**src/rtl/fce_pkg.sv**
```systemverilog
package fce_pkg;
  localparam int CODE_W_DEF = 5;

  function automatic int unsigned therm_width(input int unsigned code_w);
    return (1 << code_w) - 1;
  endfunction
endpackage

```
**src/rtl/fce_therm2gray.sv**
```systemverilog
module fce_therm2gray #(
  parameter int CODE_W  = 5,
  parameter int THERM_W = (1 << CODE_W) - 1
) (
  input  logic               clk,
  input  logic               rst,
  input  logic [THERM_W-1:0] therm_i,
  input  logic               vld_i,
  output logic [CODE_W-1:0]  gray_q,
  output logic               vld_q
);
  localparam int GROUPS = THERM_W / 4 + 1;

  logic [CODE_W-1:0] gray_d;

  // Gray bit i is high for counts in [2^i(4m+1), 2^i(4m+3)); each term is
  // one window edge pair of the thermometer, so every input bit feeds one term.
  generate
    for (genvar gi = 0; gi < CODE_W; gi++) begin : g_bit
      always_comb begin
        gray_d[gi] = 1'b0;
        for (int m = 0; m < GROUPS; m++) begin
          int lo;
          int hi;
          lo = (4 * m + 1) << gi;
          hi = (4 * m + 3) << gi;
          if (lo <= THERM_W) begin
            if (hi <= THERM_W)
              gray_d[gi] = gray_d[gi] | (therm_i[lo-1] & ~therm_i[hi-1]);
            else
              gray_d[gi] = gray_d[gi] | therm_i[lo-1];
          end
        end
      end
    end
  endgenerate

  always_ff @(posedge clk) begin
    if (rst) begin
      gray_q <= '0;
      vld_q  <= 1'b0;
    end else begin
      vld_q <= vld_i;
      if (vld_i) gray_q <= gray_d;
    end
  end

  AST_ZERO_CODE: assert property (@(posedge clk) disable iff (rst)
    (vld_i && therm_i == '0) |=> (gray_q == '0));

  AST_FULL_CODE: assert property (@(posedge clk) disable iff (rst)
    (vld_i && (&therm_i)) |=> (gray_q == CODE_W'(1 << (CODE_W - 1))));
endmodule

```
**src/rtl/fce_gray2bin.sv**
```systemverilog
module fce_gray2bin #(
  parameter int CODE_W = 5
) (
  input  logic              clk,
  input  logic              rst,
  input  logic [CODE_W-1:0] gray_i,
  input  logic              vld_i,
  output logic [CODE_W-1:0] bin_q,
  output logic              vld_q
);
  logic [CODE_W-1:0] bin_d;

  assign bin_d[CODE_W-1] = gray_i[CODE_W-1];
  generate
    for (genvar gi = CODE_W - 2; gi >= 0; gi--) begin : g_fold
      assign bin_d[gi] = bin_d[gi+1] ^ gray_i[gi];
    end
  endgenerate

  // Output latch: all bits leave on the same edge regardless of fold depth.
  always_ff @(posedge clk) begin
    if (rst) begin
      bin_q <= '0;
      vld_q <= 1'b0;
    end else begin
      vld_q <= vld_i;
      if (vld_i) bin_q <= bin_d;
    end
  end

  AST_BIN_MATCH: assert property (@(posedge clk) disable iff (rst)
    vld_i |=> ((bin_q ^ (bin_q >> 1)) == $past(gray_i)));

  AST_BIN_HOLD: assert property (@(posedge clk) disable iff (rst)
    !vld_i |=> $stable(bin_q));
endmodule

```
**src/rtl/flash_code_encoder.sv**
```systemverilog
module flash_code_encoder #(
  parameter int CODE_W  = fce_pkg::CODE_W_DEF,
  parameter int THERM_W = (1 << CODE_W) - 1
) (
  input  logic               clk,
  input  logic               rst,
  input  logic [THERM_W-1:0] therm_in,
  input  logic               therm_vld,
  output logic [CODE_W-1:0]  code_out,
  output logic               code_vld
);
  logic [CODE_W-1:0] gray_mid;
  logic              vld_mid;

  fce_therm2gray #(.CODE_W(CODE_W), .THERM_W(THERM_W)) u_enc (
    .clk(clk), .rst(rst), .therm_i(therm_in), .vld_i(therm_vld),
    .gray_q(gray_mid), .vld_q(vld_mid)
  );

  fce_gray2bin #(.CODE_W(CODE_W)) u_conv (
    .clk(clk), .rst(rst), .gray_i(gray_mid), .vld_i(vld_mid),
    .bin_q(code_out), .vld_q(code_vld)
  );

  logic [1:0] since_rst;
  always_ff @(posedge clk) begin
    if (rst) since_rst <= 2'd0;
    else if (since_rst != 2'd2) since_rst <= since_rst + 2'd1;
  end

  AST_VLD_LATENCY: assert property (@(posedge clk) disable iff (rst)
    (since_rst == 2'd2) |-> (code_vld == $past(therm_vld, 2)));

  AST_NO_SPURIOUS: assert property (@(posedge clk) disable iff (rst)
    (since_rst != 2'd2) |-> !code_vld);

  AST_RST_CLEAR: assert property (@(posedge clk)
    rst |=> (code_out == '0 && !code_vld));
endmodule

```
**config.mk**
```make
export PLATFORM = sky130hd
export DESIGN_NAME = flash_code_encoder
export DESIGN_NICKNAME = d
export VERILOG_FILES = /design/src/rtl/fce_pkg.sv /design/src/rtl/fce_therm2gray.sv /design/src/rtl/fce_gray2bin.sv /design/src/rtl/flash_code_encoder.sv
export SDC_FILE = /design/constraint.sdc
export NUM_CORES = 1
export LEC_CHECK = 0
export BUFFER_PORTS_ARGS = -buffer_cell sky130_fd_sc_hd__buf_2
export CORE_MARGIN = 2
export CORE_UTILIZATION = 34
export CTS_CLUSTER_SIZE = 25
export DETAILED_ROUTE_END_ITERATION = 6
export HOLD_SLACK_MARGIN = 0.08
export PLACE_DENSITY = 0.67
export SYNTH_ARGS = -nofsm -noshare
export SYNTH_HDL_FRONTEND = slang
export SYNTH_SLANG_ARGS = --single-unit
```
**constraint.sdc**
```tcl
create_clock -name clk -period 1.2 [get_ports clk]
set_input_delay 0.24 -clock clk [delete_from_list [all_inputs] [get_ports clk]]
set_output_delay 0.24 -clock clk [all_outputs]
set_load 0.1 [all_outputs]
```
==> flow_summary.toml <==
[routing]
drt_first_iter_violations = 8
drt_pass1_iterations = 2
wl_per_cell_um = 10.4
via_count = 606
drc = 0
antenna_left = 0
viasPerCell = 4.77
wirelength_um = 1320

[final_layout]
multiInputGateArea_um2 = 275
syn2layout_area_growth_pct = 71.7
fill_cells = 127
finalNonFillerCells = 127
most-common-layout-cells = "33 x buf_2, 13 x inv_1, 9 x dfxtp_2"
drive_above_1_share_pct = 55.0
fin_nets = 146
final_core_util_pct = 63.1
seq_area_um2 = 251
antenna_cells = 0
final_common_cell = "buf_2"

[clock_tree]
htreeDepth = 1
cts.reportedPaths.clkPinSlew_ns = 0.09
clock-sinks = 12
cts-root-buf = "clkbuf_4"
cts-hold-fix-buffers = 0
clock_latency_ns = 0.28
clk_path_buf_depth = 2
cts_made_buffers = 3
tritoncts = "done"

[sta]
fin_crit_sh_pct = 107
rsz0062_at_grt = "yes"
finClkSkew_ns = 0.00989
finalSetupViolCount = 1
worst_slack_ns = -0.0893
fmax_mhz = 776
fin_crit_ns = 1.29
holdWs_ns = 0.208
hold_viol = 0
slew_violations = 0
max_slew_margin_pct = 84.5
worstMarginPinSlew_ns = 0.230

[yosys]
synth_nets = 99
yosysSeqAreaShare_pct = 42.9
netlist_area_um2 = 561
synth_flop_cell = "dfxtp_1"
avgSynthCellArea_um2 = 8.62
ys_seq_elements = 12
synth_warnings = 0
netlist_instances = 65
synth.distinct_cells = 22
async_flop_share_pct = 0
synth_edf_count = 0

[placement]
placed_cells = 122
gp_congestion = 0.690
post-place-ws_ns = -0.101
port_buffers = 39
detailed_place_hpwl_um = 1040

[worst_setup_path]
worst-path-buf-inv = 0
path_delay_family = "simple AND/OR/NAND/NOR gates"
cp.required_ns = 1.37
crit_path_start_kind = "register"
r2r-start = "u_enc.gray_q[3]"
critPathLaunch = "u_enc.gray_q[3]"
path_class = "reg -> reg"
endpoint_kind = "register"
arrival_ns = 1.46
crit_fanout = 2
slowest_delay_ns = 0.47
critPathSlowestCell = "or4b_1"
cpMostUsedCell = "xnor2_2"
worstPathCellList = "xnor2_2, xnor2_2, or4b_1, o311ai_1"

[pwr]
p_per_area_mw_per_mm2 = 1160
power_mw = 1.11
ir_drop_uv = 700
cellLeakagePower_nw = 0.477

[global_routing]
grt_antenna_before_repair = 0
grt_pass1_vias = 581
grt_pass1_wl_um = 2300
grt_start_max_net_pins = 14
track_usage_pct = 16.6
grt_overflow = 0

[floorplanning]
core_area_mm2 = 0.00152
num_rows = 14
die_w_um = 44.6
dieArea_mm2 = 0.00199
die_y_um = 44.6
start_util_pct = 36.8
ios = 40

[min_path]
hp-start = "therm_in[23]"
hold_class = "in -> reg"

[status]
status = "finished, violations left"
violations = "negative setup slack"

[job]
drv_cap = 0
-- worst reg2reg max path, delay by kind of cell (launching register included) --
family,cells,cell delay [ns]
AOI/OAI and AO/OA,1,0.09
and+or+nand+nor,1,0.47
DFF,1,0.34
xor gates and xnor gates,2,0.28
-- cell families after synthesis --
logic type	count (synthesis)	share of synthesized area (%)
multiplexers	3	5.36
AND/OR/NAND/NOR	17	17.0
XOR/XNOR	4	7.59
flip-flops	12	42.9
AO/OA/AOI/OAI	13	16.5
buffers and inverters	16	10.7
-- Yosys cell counts, types with 3 or more instances --
cell type  number  area [um^2]
mux2i_1         3         30.0
nor2b_1         3         18.8
o22ai_1         4         25.0
a211oi_1        3         22.5
inv_1          13         48.8
nor2_1          8         30.0
xnor2_1         3         26.3
clkbuf_1        3         11.3
dfxtp_1        12          240
-- what timing repair did --
| action | in CTS | in global routing |
|---|---|---|
| cloned | 0 | 0 |
| gates resized for setup | 6 | 0 |
| pin swaps | 3 | 0 |
| buffers inserted | 1 | 0 |
| setup endpoints to repair | 1 | 1 |
-- stage by stage --
stage / cell area, um^2 / setup TNS, ns
floorplan: 567 / -0.0888
global placement: 898 / -0.0688
detailed placement: 898 / -0.101
CTS: 962 / -0.0859
global route: 962 / -0.147
finish: 962 / -0.0893
-- sequential cells by signal, indices dropped and copies added, names as in the netlist --
| register | flops |
|---|---|
| u_conv.bin_q | 5 |
| u_enc.gray_q | 5 |
| u_conv.vld_q | 1 |
| u_enc.vld_q | 1 |
-- worst paths after layout --
path / slack, ns / depth (start not counted) / endpoint
setup / recovery: -0.09 / 4 / u_conv.bin_q[0]
hold / removal: 0.21 / 3 / u_enc.gray_q[3]
setup reg to reg: -0.09 / 4 / u_conv.bin_q[0]
hold reg to reg: 0.51 / 2 / u_conv.bin_q[3]
-- cell type report --
cell class                      count  area share (%)
Sequential cell                    12            26.1
Multi-Input combinational cell     37            28.6
Timing Repair Buffer               45            34.3
Inverter                           13            5.07
Tap cell                           16            2.08
Clock buffer                        4            3.77
-- where the power goes --
part | switching (mW) | internal [mW] | total, mW
registers | 0.0226 | 0.428 | 0.451
clock network | 0.146 | 0.185 | 0.331
logic | 0.170 | 0.162 | 0.331
total | 0.339 | 0.774 | 1.11
-- per-layer routing --
| layer | share of wire [%] | vias up | wire (um) | global-route usage (%) |
|---|---|---|---|---|
| li1 | - | 312 | - | - |
| met1 | 40 | 267 | 529 | 17.7 |
| met2 | 50 | 22 | 657 | 27.0 |
| met3 | 6.7 | 5 | 89 | 6.53 |
| met4 | 3.2 | 0 | 42 | 10.9 |
| met5 | 0 | - | 0 | 0 |
Power figures use the tool's default switching activity.
